### config.mk
export PLATFORM = sky130hd
export DESIGN_NAME = sr_protect_unit
export DESIGN_NICKNAME = d
export VERILOG_FILES = /design/src/rtl/sr_protect_pkg.sv /design/src/rtl/wp_region_check.sv /design/src/rtl/sr_policy.sv /design/src/rtl/sr_regs.sv /design/src/rtl/sr_protect_unit.sv
export SDC_FILE = /design/constraint.sdc
export NUM_CORES = 1
export LEC_CHECK = 0
export ABC_AREA = 1
export BUFFER_PORTS_ARGS = -buffer_cell sky130_fd_sc_hd__buf_2
export CORE_MARGIN = 2
export CORE_UTILIZATION = 30
export CTS_CLUSTER_SIZE = 12
export DETAILED_ROUTE_END_ITERATION = 10
export GPL_TIMING_DRIVEN = 0
export PLACE_DENSITY_LB_ADDON = 0.3
export SETUP_SLACK_MARGIN = 0.02
export SLEW_MARGIN = 15
export SYNTH_ARGS = -nofsm -noshare
export SYNTH_HDL_FRONTEND = slang
export SYNTH_SLANG_ARGS = --single-unit
### constraint.sdc
create_clock -name clk -period 1.4 [get_ports clk]
set_clock_uncertainty 0.1 [all_clocks]
set_input_delay 0.14 -clock clk [delete_from_list [all_inputs] [get_ports clk]]
set_output_delay 0.14 -clock clk [all_outputs]
set_load 0.01 [all_outputs]
### src/rtl/sr_protect_pkg.sv
package sr_protect_pkg;

  localparam logic [7:0] OPC_WRITE  = 8'h02;
  localparam logic [7:0] OPC_WREN   = 8'h06;
  localparam logic [7:0] OPC_WRDI   = 8'h04;
  localparam logic [7:0] OPC_WRSR   = 8'h01;
  localparam logic [7:0] OPC_PERASE = 8'h42;
  localparam logic [7:0] OPC_SERASE = 8'hD8;
  localparam logic [7:0] OPC_CERASE = 8'hC7;

  typedef enum logic [2:0] {
    KIND_WRITE  = 3'd0,
    KIND_PERASE = 3'd1,
    KIND_SERASE = 3'd2,
    KIND_CERASE = 3'd3,
    KIND_SRW    = 3'd4
  } op_kind_e;

  typedef struct packed {
    logic       wpen;
    logic [1:0] bp;
    logic       wel;
    logic       wip;
  } sr_state_t;

  // status byte image: WPEN, three zero bits, BP1, BP0, WEL, WIP
  function automatic logic [7:0] pack_status(sr_state_t s);
    return {s.wpen, 3'b000, s.bp, s.wel, s.wip};
  endfunction

endpackage

### src/rtl/wp_region_check.sv
module wp_region_check #(
  parameter int ADDR_W = 17
) (
  input  logic [1:0]        bp_i,
  input  logic [ADDR_W-1:0] addr_i,
  output logic              hit_o
);
  localparam int QLO = ADDR_W - 2;

  logic [1:0] quarter;
  logic       unused_low;

  assign quarter    = addr_i[ADDR_W-1:QLO];
  assign unused_low = ^addr_i[QLO-1:0];

  always_comb begin
    unique case (bp_i)
      2'b00:   hit_o = 1'b0;
      2'b01:   hit_o = (quarter == 2'b11);
      2'b10:   hit_o = quarter[1];
      default: hit_o = 1'b1;
    endcase
  end

  always_comb begin
    if (bp_i == 2'b00) assert (!hit_o) else $error("p_open_map_r4");
  end
endmodule

### src/rtl/sr_policy.sv
module sr_policy
  import sr_protect_pkg::*;
#(
  parameter int ADDR_W = 17
) (
  input  sr_state_t         st_i,
  input  logic              wp_n_i,
  input  logic              commit_i,
  input  logic              len_ok_i,
  input  logic [7:0]        op_i,
  input  logic [ADDR_W-1:0] addr_i,
  output logic              wel_set_o,
  output logic              wel_clr_o,
  output logic              grant_o,
  output logic              reject_o,
  output logic              sr_load_o,
  output op_kind_e          kind_o
);
  logic live;
  logic region_hit;
  logic sr_locked;

  wp_region_check #(.ADDR_W(ADDR_W)) u_region (
    .bp_i  (st_i.bp),
    .addr_i(addr_i),
    .hit_o (region_hit)
  );

  assign live      = commit_i && len_ok_i && !st_i.wip;
  assign sr_locked = st_i.wpen && !wp_n_i;

  always_comb begin
    wel_set_o = 1'b0;
    wel_clr_o = 1'b0;
    grant_o   = 1'b0;
    reject_o  = 1'b0;
    sr_load_o = 1'b0;
    kind_o    = KIND_WRITE;
    if (live) begin
      unique case (op_i)
        OPC_WREN: wel_set_o = 1'b1;
        OPC_WRDI: wel_clr_o = 1'b1;
        OPC_WRITE, OPC_PERASE, OPC_SERASE: begin
          kind_o = (op_i == OPC_WRITE)  ? KIND_WRITE :
                   (op_i == OPC_PERASE) ? KIND_PERASE : KIND_SERASE;
          if (st_i.wel && !region_hit) grant_o = 1'b1;
          else                         reject_o = 1'b1;
        end
        OPC_CERASE: begin
          kind_o = KIND_CERASE;
          if (st_i.wel && (st_i.bp == 2'b00)) grant_o = 1'b1;
          else                                reject_o = 1'b1;
        end
        OPC_WRSR: begin
          kind_o = KIND_SRW;
          if (st_i.wel && !sr_locked) begin
            grant_o   = 1'b1;
            sr_load_o = 1'b1;
          end else begin
            reject_o = 1'b1;
          end
        end
        default: ;
      endcase
    end
  end
endmodule

### src/rtl/sr_regs.sv
module sr_regs
  import sr_protect_pkg::*;
(
  input  logic      clk,
  input  logic      rst_n,
  input  logic      wel_set_i,
  input  logic      wel_clr_i,
  input  logic      grant_i,
  input  logic      sr_load_i,
  input  logic [7:0] sr_data_i,
  input  logic      cycle_done_i,
  output sr_state_t st_o
);
  sr_state_t st;
  logic      finish;
  logic      unused_data;

  assign finish      = st.wip && cycle_done_i;
  assign unused_data = ^{sr_data_i[6:4], sr_data_i[1:0]};

  always_ff @(posedge clk or negedge rst_n) begin
    if (!rst_n) begin
      st <= '0;
    end else begin
      if (sr_load_i) begin
        st.wpen <= sr_data_i[7];
        st.bp   <= sr_data_i[3:2];
      end
      if (grant_i)     st.wip <= 1'b1;
      else if (finish) st.wip <= 1'b0;
      if (finish)         st.wel <= 1'b0;
      else if (wel_set_i) st.wel <= 1'b1;
      else if (wel_clr_i) st.wel <= 1'b0;
    end
  end

  assign st_o = st;

  p_wip_needs_grant_r7: assert property (@(posedge clk) disable iff (!rst_n)
    $rose(st.wip) |-> $past(grant_i));
  p_done_clears_r7: assert property (@(posedge clk) disable iff (!rst_n)
    finish |=> (!st.wel && !st.wip));
  p_bits_frozen_busy_r8: assert property (@(posedge clk) disable iff (!rst_n)
    (st.wip && !cycle_done_i) |=> ($stable(st.wpen) && $stable(st.bp) && $stable(st.wel)));
endmodule

### src/rtl/sr_protect_unit.sv
module sr_protect_unit
  import sr_protect_pkg::*;
#(
  parameter int ADDR_W = 17
) (
  input  logic              clk,
  input  logic              rst_n,
  input  logic              wp_n_i,
  input  logic              cmd_commit_i,
  input  logic              cmd_len_ok_i,
  input  logic [7:0]        cmd_op_i,
  input  logic [ADDR_W-1:0] cmd_addr_i,
  input  logic [7:0]        cmd_data_i,
  input  logic              cycle_done_i,
  output logic [7:0]        status_o,
  output logic              start_o,
  output logic              reject_o,
  output logic [2:0]        kind_o
);
  sr_state_t st;
  logic      wel_set, wel_clr, grant, reject, sr_load;
  op_kind_e  kind;

  sr_policy #(.ADDR_W(ADDR_W)) u_policy (
    .st_i     (st),
    .wp_n_i   (wp_n_i),
    .commit_i (cmd_commit_i),
    .len_ok_i (cmd_len_ok_i),
    .op_i     (cmd_op_i),
    .addr_i   (cmd_addr_i),
    .wel_set_o(wel_set),
    .wel_clr_o(wel_clr),
    .grant_o  (grant),
    .reject_o (reject),
    .sr_load_o(sr_load),
    .kind_o   (kind)
  );

  sr_regs u_regs (
    .clk         (clk),
    .rst_n       (rst_n),
    .wel_set_i   (wel_set),
    .wel_clr_i   (wel_clr),
    .grant_i     (grant),
    .sr_load_i   (sr_load),
    .sr_data_i   (cmd_data_i),
    .cycle_done_i(cycle_done_i),
    .st_o        (st)
  );

  always_ff @(posedge clk or negedge rst_n) begin
    if (!rst_n) begin
      start_o  <= 1'b0;
      reject_o <= 1'b0;
      kind_o   <= 3'd0;
    end else begin
      start_o  <= grant;
      reject_o <= reject;
      if (grant || reject) kind_o <= kind;
    end
  end

  assign status_o = pack_status(st);

  p_start_needs_wel_r3: assert property (@(posedge clk) disable iff (!rst_n)
    start_o |-> $past(status_o[1]));
  p_ce_needs_open_r5: assert property (@(posedge clk) disable iff (!rst_n)
    (start_o && kind_o == 3'd3) |-> ($past(status_o[3:2]) == 2'b00));
  p_srw_lock_r6: assert property (@(posedge clk) disable iff (!rst_n)
    (start_o && kind_o == 3'd4) |-> !($past(status_o[7]) && !$past(wp_n_i)));
  p_busy_after_start_r7: assert property (@(posedge clk) disable iff (!rst_n)
    start_o |-> status_o[0]);
  p_no_pulse_busy_r8: assert property (@(posedge clk) disable iff (!rst_n)
    (start_o || reject_o) |-> !$past(status_o[0]));
  p_pulse_excl_r9: assert property (@(posedge clk) disable iff (!rst_n)
    $onehot0({start_o, reject_o}));
  p_reject_keeps_r9: assert property (@(posedge clk) disable iff (!rst_n)
    reject_o |-> (status_o == $past(status_o)));
endmodule

==> results.cfg, run 1 <==
[flow_run]
cap_violations = 0

[power_and_ir_drop]
p_int_uw = 508
p_sw_uw = 170
powerDensity_mw_per_mm2 = 703
ir_worst_vdd_uv = 334
combPwrFrac_pct = 17.1
clockPowerShare_pct = 38.4
leakage_uw = 0.000573
seq_power_share_pct = 44.5
p_sw_share_pct = 25.1

[detailed_routing]
antenna_left = 0
drt_iter0_markers = 13
wl_per_cell_um = 8.64
drcViolationCount = 0
drt-total-wl_um = 1500
avgViaCountPerCell = 4.14
dr_total_vias = 720
first_pass_iters = 4

[yosys]
synth_top_area_share_pct = 36.0
yosys_warnings = 0
seq_area_frac_synth_pct = 36.0
syn_area_um2 = 694
yosysMostFrequentCell = nand2_1
syn_inst = 107
ys_types = 16
synth_seq_cells = 10
yosysTopAreaCell = dfrtp_1
synth_edf_count = 0
ys_top_cells_by_count = nand2_1, inv_1, dfrtp_1
async_reset_ff_share_pct = 100
synth.avg_cell_area_um2 = 6.49
synth_area_leaders = dfrtp_1, nand2_1, nor2_4
yosys_most_used_dff = dfrtp_1

[clock_tree]
cts-root-buf = clkbuf_4
cts_max_path_buffers = 2
tritoncts = built
cts_num_sinks = 10
htree_levels = 1
cts.clk_slew.worst_paths_ns = 0.06
clock_latency_ns = 0.27
numCtsBuffers = 3

[cells_and_area]
fillers = 236
drive_above_1_share_pct = 37.7
fin_nets = 186
syn_to_final_growth_pct = 39.1
antenna_cells = 0
design_area_um2 = 966

[timing]
holdWs_ns = 0.0322
hold_viol_final = 0
finalSetupTns_ns = 0
clock.fmax_mhz = 824
fin_crit_sh_pct = 86.7
finalSetupViolCount = 0
final_max_slew_viol_count = 0
rsz0062_at_grt = no
fin_crit_ns = 1.21

[worst_setup_path]
start_kind = flop
worstPathRequired_ns = 1.46
reg2reg_to = u_regs.st_o[4]
arrival_ns = 1.28
rr_worst_depth = 8
cp-end-kind = flop
path_class = flop to flop
reg2reg_setup_slack_ns = 0.19
crit_fanout = 4
timing.rr.start = u_regs.st_o[0]

[min_path]
hold_path.class = input port to flop
hp-start = cycle_done_i
holdPathStages = 3
hold-path-endpoint = u_regs.st_o[0]

[floorplanning]
initial_core_util_pct = 31.7
coreArea_mm2 = 0.00219
die_w_um = 52.1
ios = 52
die_area_mm2 = 0.00272
die_h_um = 52.1
rows = 17

[grt]
antenna_found_initial = 0
grt_max_degree = 11
grt_pass1_wl_um = 2370
grt_pass1_vias = 610
track_usage_pct = 12.1
grt_remaining_overflow = 0

[placed_design]
place.gp.congestion = 0.816
io_buffers = 28
placed_area_um2 = 877
hpwl_um = 1260

[run_status]
status = finished clean
[state kept, by name (all words and copies together), names as in the netlist]
signal       flops
kind_o           3
start_o          1
u_regs.st_o      5
reject_o         1
[final cells by class]
class | instances | area [µm²] | share of cell area (%)
clock buffers | 4 | 36.3 | 3.76
flip-flops and latches | 10 | 250 | 25.9
inverters | 17 | 63.8 | 6.61
repair buffers | 33 | 188 | 19.4
plain buffers | 3 | 22.5 | 2.33
well taps | 28 | 35.0 | 3.63
multi-input cells | 79 | 370 | 38.3
[cell families (layout without fill, tap and decap cells)]
| family | Yosys count | in the layout | share of synthesized area, % |
|---|---|---|---|
| flops | 10 | 10 | 36.0 |
| other cells | 1 | 3 | 0.540 |
| compound gates | 5 | 5 | 3.78 |
| simple gates | 71 | 71 | 47.2 |
| buf+inv | 20 | 57 | 12.4 |
[worst max-delay path, cell delays in order (launching register included)]
cell     delay (ns)
dfrtp_1        0.40
inv_2          0.06
nand3_2        0.09
inv_2          0.10
nand2_2        0.08
nor2_4         0.12
inv_2          0.06
nand2_1        0.05
nand2_1        0.05
[how the worst max path moves through the flow]
stage	start	end	slack, ns	cells after the start
floorplan	u_regs.st_o[0]	u_regs.st_o[2]	0.19	8
CTS	u_regs.st_o[0]	u_regs.st_o[4]	0.07	8
global placement	u_regs.st_o[0]	u_regs.st_o[3]	0.1	8
global route	u_regs.st_o[0]	u_regs.st_o[2]	0.07	8
detailed placement	u_regs.st_o[0]	u_regs.st_o[4]	0.09	8
finish	u_regs.st_o[0]	u_regs.st_o[4]	0.19	8
[per-stage QoR]
stage / util, % / setup WS, ns / std cells / total power (µW)
3_3_place_gp: 40.0 / 0.0991 / 165 / 410
3_5_place_dp: 40.0 / 0.0882 / 165 / 413
6_report: 44.1 / 0.186 / 174 / 679
2_1_floorplan: - / 0.192 / 109 / 361
5_1_grt: 44.1 / 0.0716 / 174 / 718
4_1_cts: 43.5 / 0.0748 / 173 / 684
[power groups by stage]
stage               Clock (µW)  Combinational [µW]  Sequential (µW)
CTS                        268                 115              302
global route               283                 132              303
finish                     261                 116              302
floorplan                    0                49.6              311
global placement             0                 103              307
detailed placement           0                 106              307
[cell usage in the layout, fill, tap and decap left out, drive strengths merged]
| master | Yosys | routed |
|---|---|---|
| nand2 | 48 | 48 |
| buf | 3 | 32 |
| inv | 17 | 17 |
| nor2 | 14 | 14 |
| dfrtp | 10 | 10 |
| nand3 | 6 | 6 |
| o21ai | 4 | 4 |
| dlygate4sd3 | 0 | 4 |
| clkbuf | 0 | 4 |
| conb | 1 | 3 |
| nor2b | 1 | 1 |
| a31oi | 1 | 1 |
| or2 | 1 | 1 |
| nor3 | 1 | 1 |
[layer usage]
layer | routed length [µm] | global-route usage (%) | vias up
li1 | - | - | 389
met1 | 671 | 14.2 | 299
met2 | 693 | 19.4 | 28
met3 | 99 | 2.01 | 4
met4 | 38 | 9.21 | 0
met5 | 0 | 0 | -
[repair_timing]
item	in CTS	in global routing
hold endpoints to repair	13	0
setup buffers	0	1
resized for setup	0	1
hold buffers	4	0
endpoints found under the setup margin	0	3
Note: power is estimated with default switching activity, not from simulation.
==> run 2, diff against run 1 <==
Settings changed: REMOVE_ABC_BUFFERS set to 1.
==> results.cfg, run 2 (same netlist as run 1, synthesis figures left out) <==
[run_status]
status = finished clean

[grt]
track_usage_pct = 12.5
antenna_found_initial = 0
grt_pass1_wl_um = 2540
grt_remaining_overflow = 0
grt_max_degree = 11
grt_pass1_vias = 646

[clock_tree]
cts_num_sinks = 10
clock_latency_ns = 0.27
cts_max_path_buffers = 2
cts.clk_slew.worst_paths_ns = 0.07
numCtsBuffers = 3
cts-root-buf = clkbuf_4
tritoncts = built
htree_levels = 1

[worst_setup_path]
crit_fanout = 4
reg2reg_to = u_regs.st_o[4]
rr_worst_depth = 8
cp-end-kind = flop
timing.rr.start = u_regs.st_o[0]
start_kind = flop
reg2reg_setup_slack_ns = 0.17
worstPathRequired_ns = 1.46
path_class = flop to flop
arrival_ns = 1.29

[timing]
hold_viol_final = 0
fin_crit_ns = 1.23
fin_ws_ns = 0.167
clock.fmax_mhz = 811
finalSetupTns_ns = 0
final_max_slew_viol_count = 0
fin_crit_sh_pct = 88.0
rsz0062_at_grt = no
finalSetupViolCount = 0

[power_and_ir_drop]
power.total_uw = 675
leakage_uw = 0.000562
ir_worst_vdd_uv = 289
powerDensity_mw_per_mm2 = 709

[detailed_routing]
drt_iter0_markers = 6
avgViaCountPerCell = 4.25
wl_per_cell_um = 9.02
first_pass_iters = 4
drcViolationCount = 0
antenna_left = 0
dr_total_vias = 731
drt-total-wl_um = 1550

[placed_design]
hpwl_um = 1250
placed_area_um2 = 855
io_buffers = 28
place.gp.congestion = 0.842
dp_slack_ns = 0.0750

[cells_and_area]
drive_above_1_share_pct = 36.8
fin_nets = 184
final_cell_mix = nand2_1, buf_2, inv_1
largest_reg_flops = 5
layout_commonest_cell = nand2_1
final_core_util_pct = 43.4
antenna_cells = 0
design_area_um2 = 951
syn_to_final_growth_pct = 36.9
multi_input_area_um2 = 370
regArea_um2 = 250
fillers = 224

[floorplanning]
die_area_mm2 = 0.00272
die_w_um = 52.1
initial_core_util_pct = 31.7
ios = 52
die_h_um = 52.1
coreArea_mm2 = 0.00219
rows = 17

[min_path]
holdPathStages = 3
hp-start = cycle_done_i
hold-path-endpoint = u_regs.st_o[0]
hold_path.class = input port to flop

[flow_run]
cap_violations = 0
[run 2: cell types whose count changed in the layout (fill, tap and decap cells not counted)]
| cell | delta |
|---|---|
| buf_4 | -2 |
[run 2: metal layers]
metal / vias to the layer above / routed length [µm] / track usage, %
li1: 387 / - / -
met1: 317 / 658 / 14.3
met2: 23 / 772 / 22.4
met3: 4 / 94 / 1.72
met4: 0 / 27 / 6.58
met5: - / 0 / 0
[run 2: how the worst max path moves through the flow]
stage | from | end | slack [ns] | cells past startpoint
after global routing | u_regs.st_o[0] | u_regs.st_o[2] | 0.02 | 8
after CTS | u_regs.st_o[0] | u_regs.st_o[3] | 0.06 | 8
after detailed placement | u_regs.st_o[0] | u_regs.st_o[3] | 0.08 | 8
after floorplan | u_regs.st_o[0] | u_regs.st_o[2] | 0.19 | 8
final | u_regs.st_o[0] | u_regs.st_o[4] | 0.17 | 8
after global placement | u_regs.st_o[0] | u_regs.st_o[3] | 0.10 | 8
[run 2: per-stage QoR]
step                cells  hold slack [ns]
global placement      162          -0.0916
detailed placement    162          -0.0858
floorplan             106           -0.256
finish                172           0.0271
global route          172           0.0347
CTS                   170           0.0289
[run 2: worst max-delay path, stage by stage (launching register included)]
cell,delay (ns)
dfrtp_1,0.40
inv_2,0.06
nand3_2,0.09
inv_2,0.10
nand2_2,0.08
nor2_4,0.12
inv_2,0.05
nand2_1,0.05
nand2_1,0.04
[run 2: power by group]
part           switching [µW]  total [µW]  internal (µW)
combinational            61.9         112           49.7
clock                     103         261            158
sequential               5.25         302            297
total                     170         675            504
[run 2: layout make-up]
cell class / count / area share, %
multi-input combinational: 79 / 38.9
inverter: 17 / 6.71
timing repair buffer: 34 / 20.5
clock buffer: 4 / 3.82
tap: 28 / 3.68
sequential: 10 / 26.3
[run 2: timing repair]
action | CTS | global route
setup buffers | 0 | 2
hold buffers | 4 | 0
endpoints found under the hold margin | 13 | 0
gates resized for setup | 0 | 1
endpoints found under the setup margin | 0 | 3
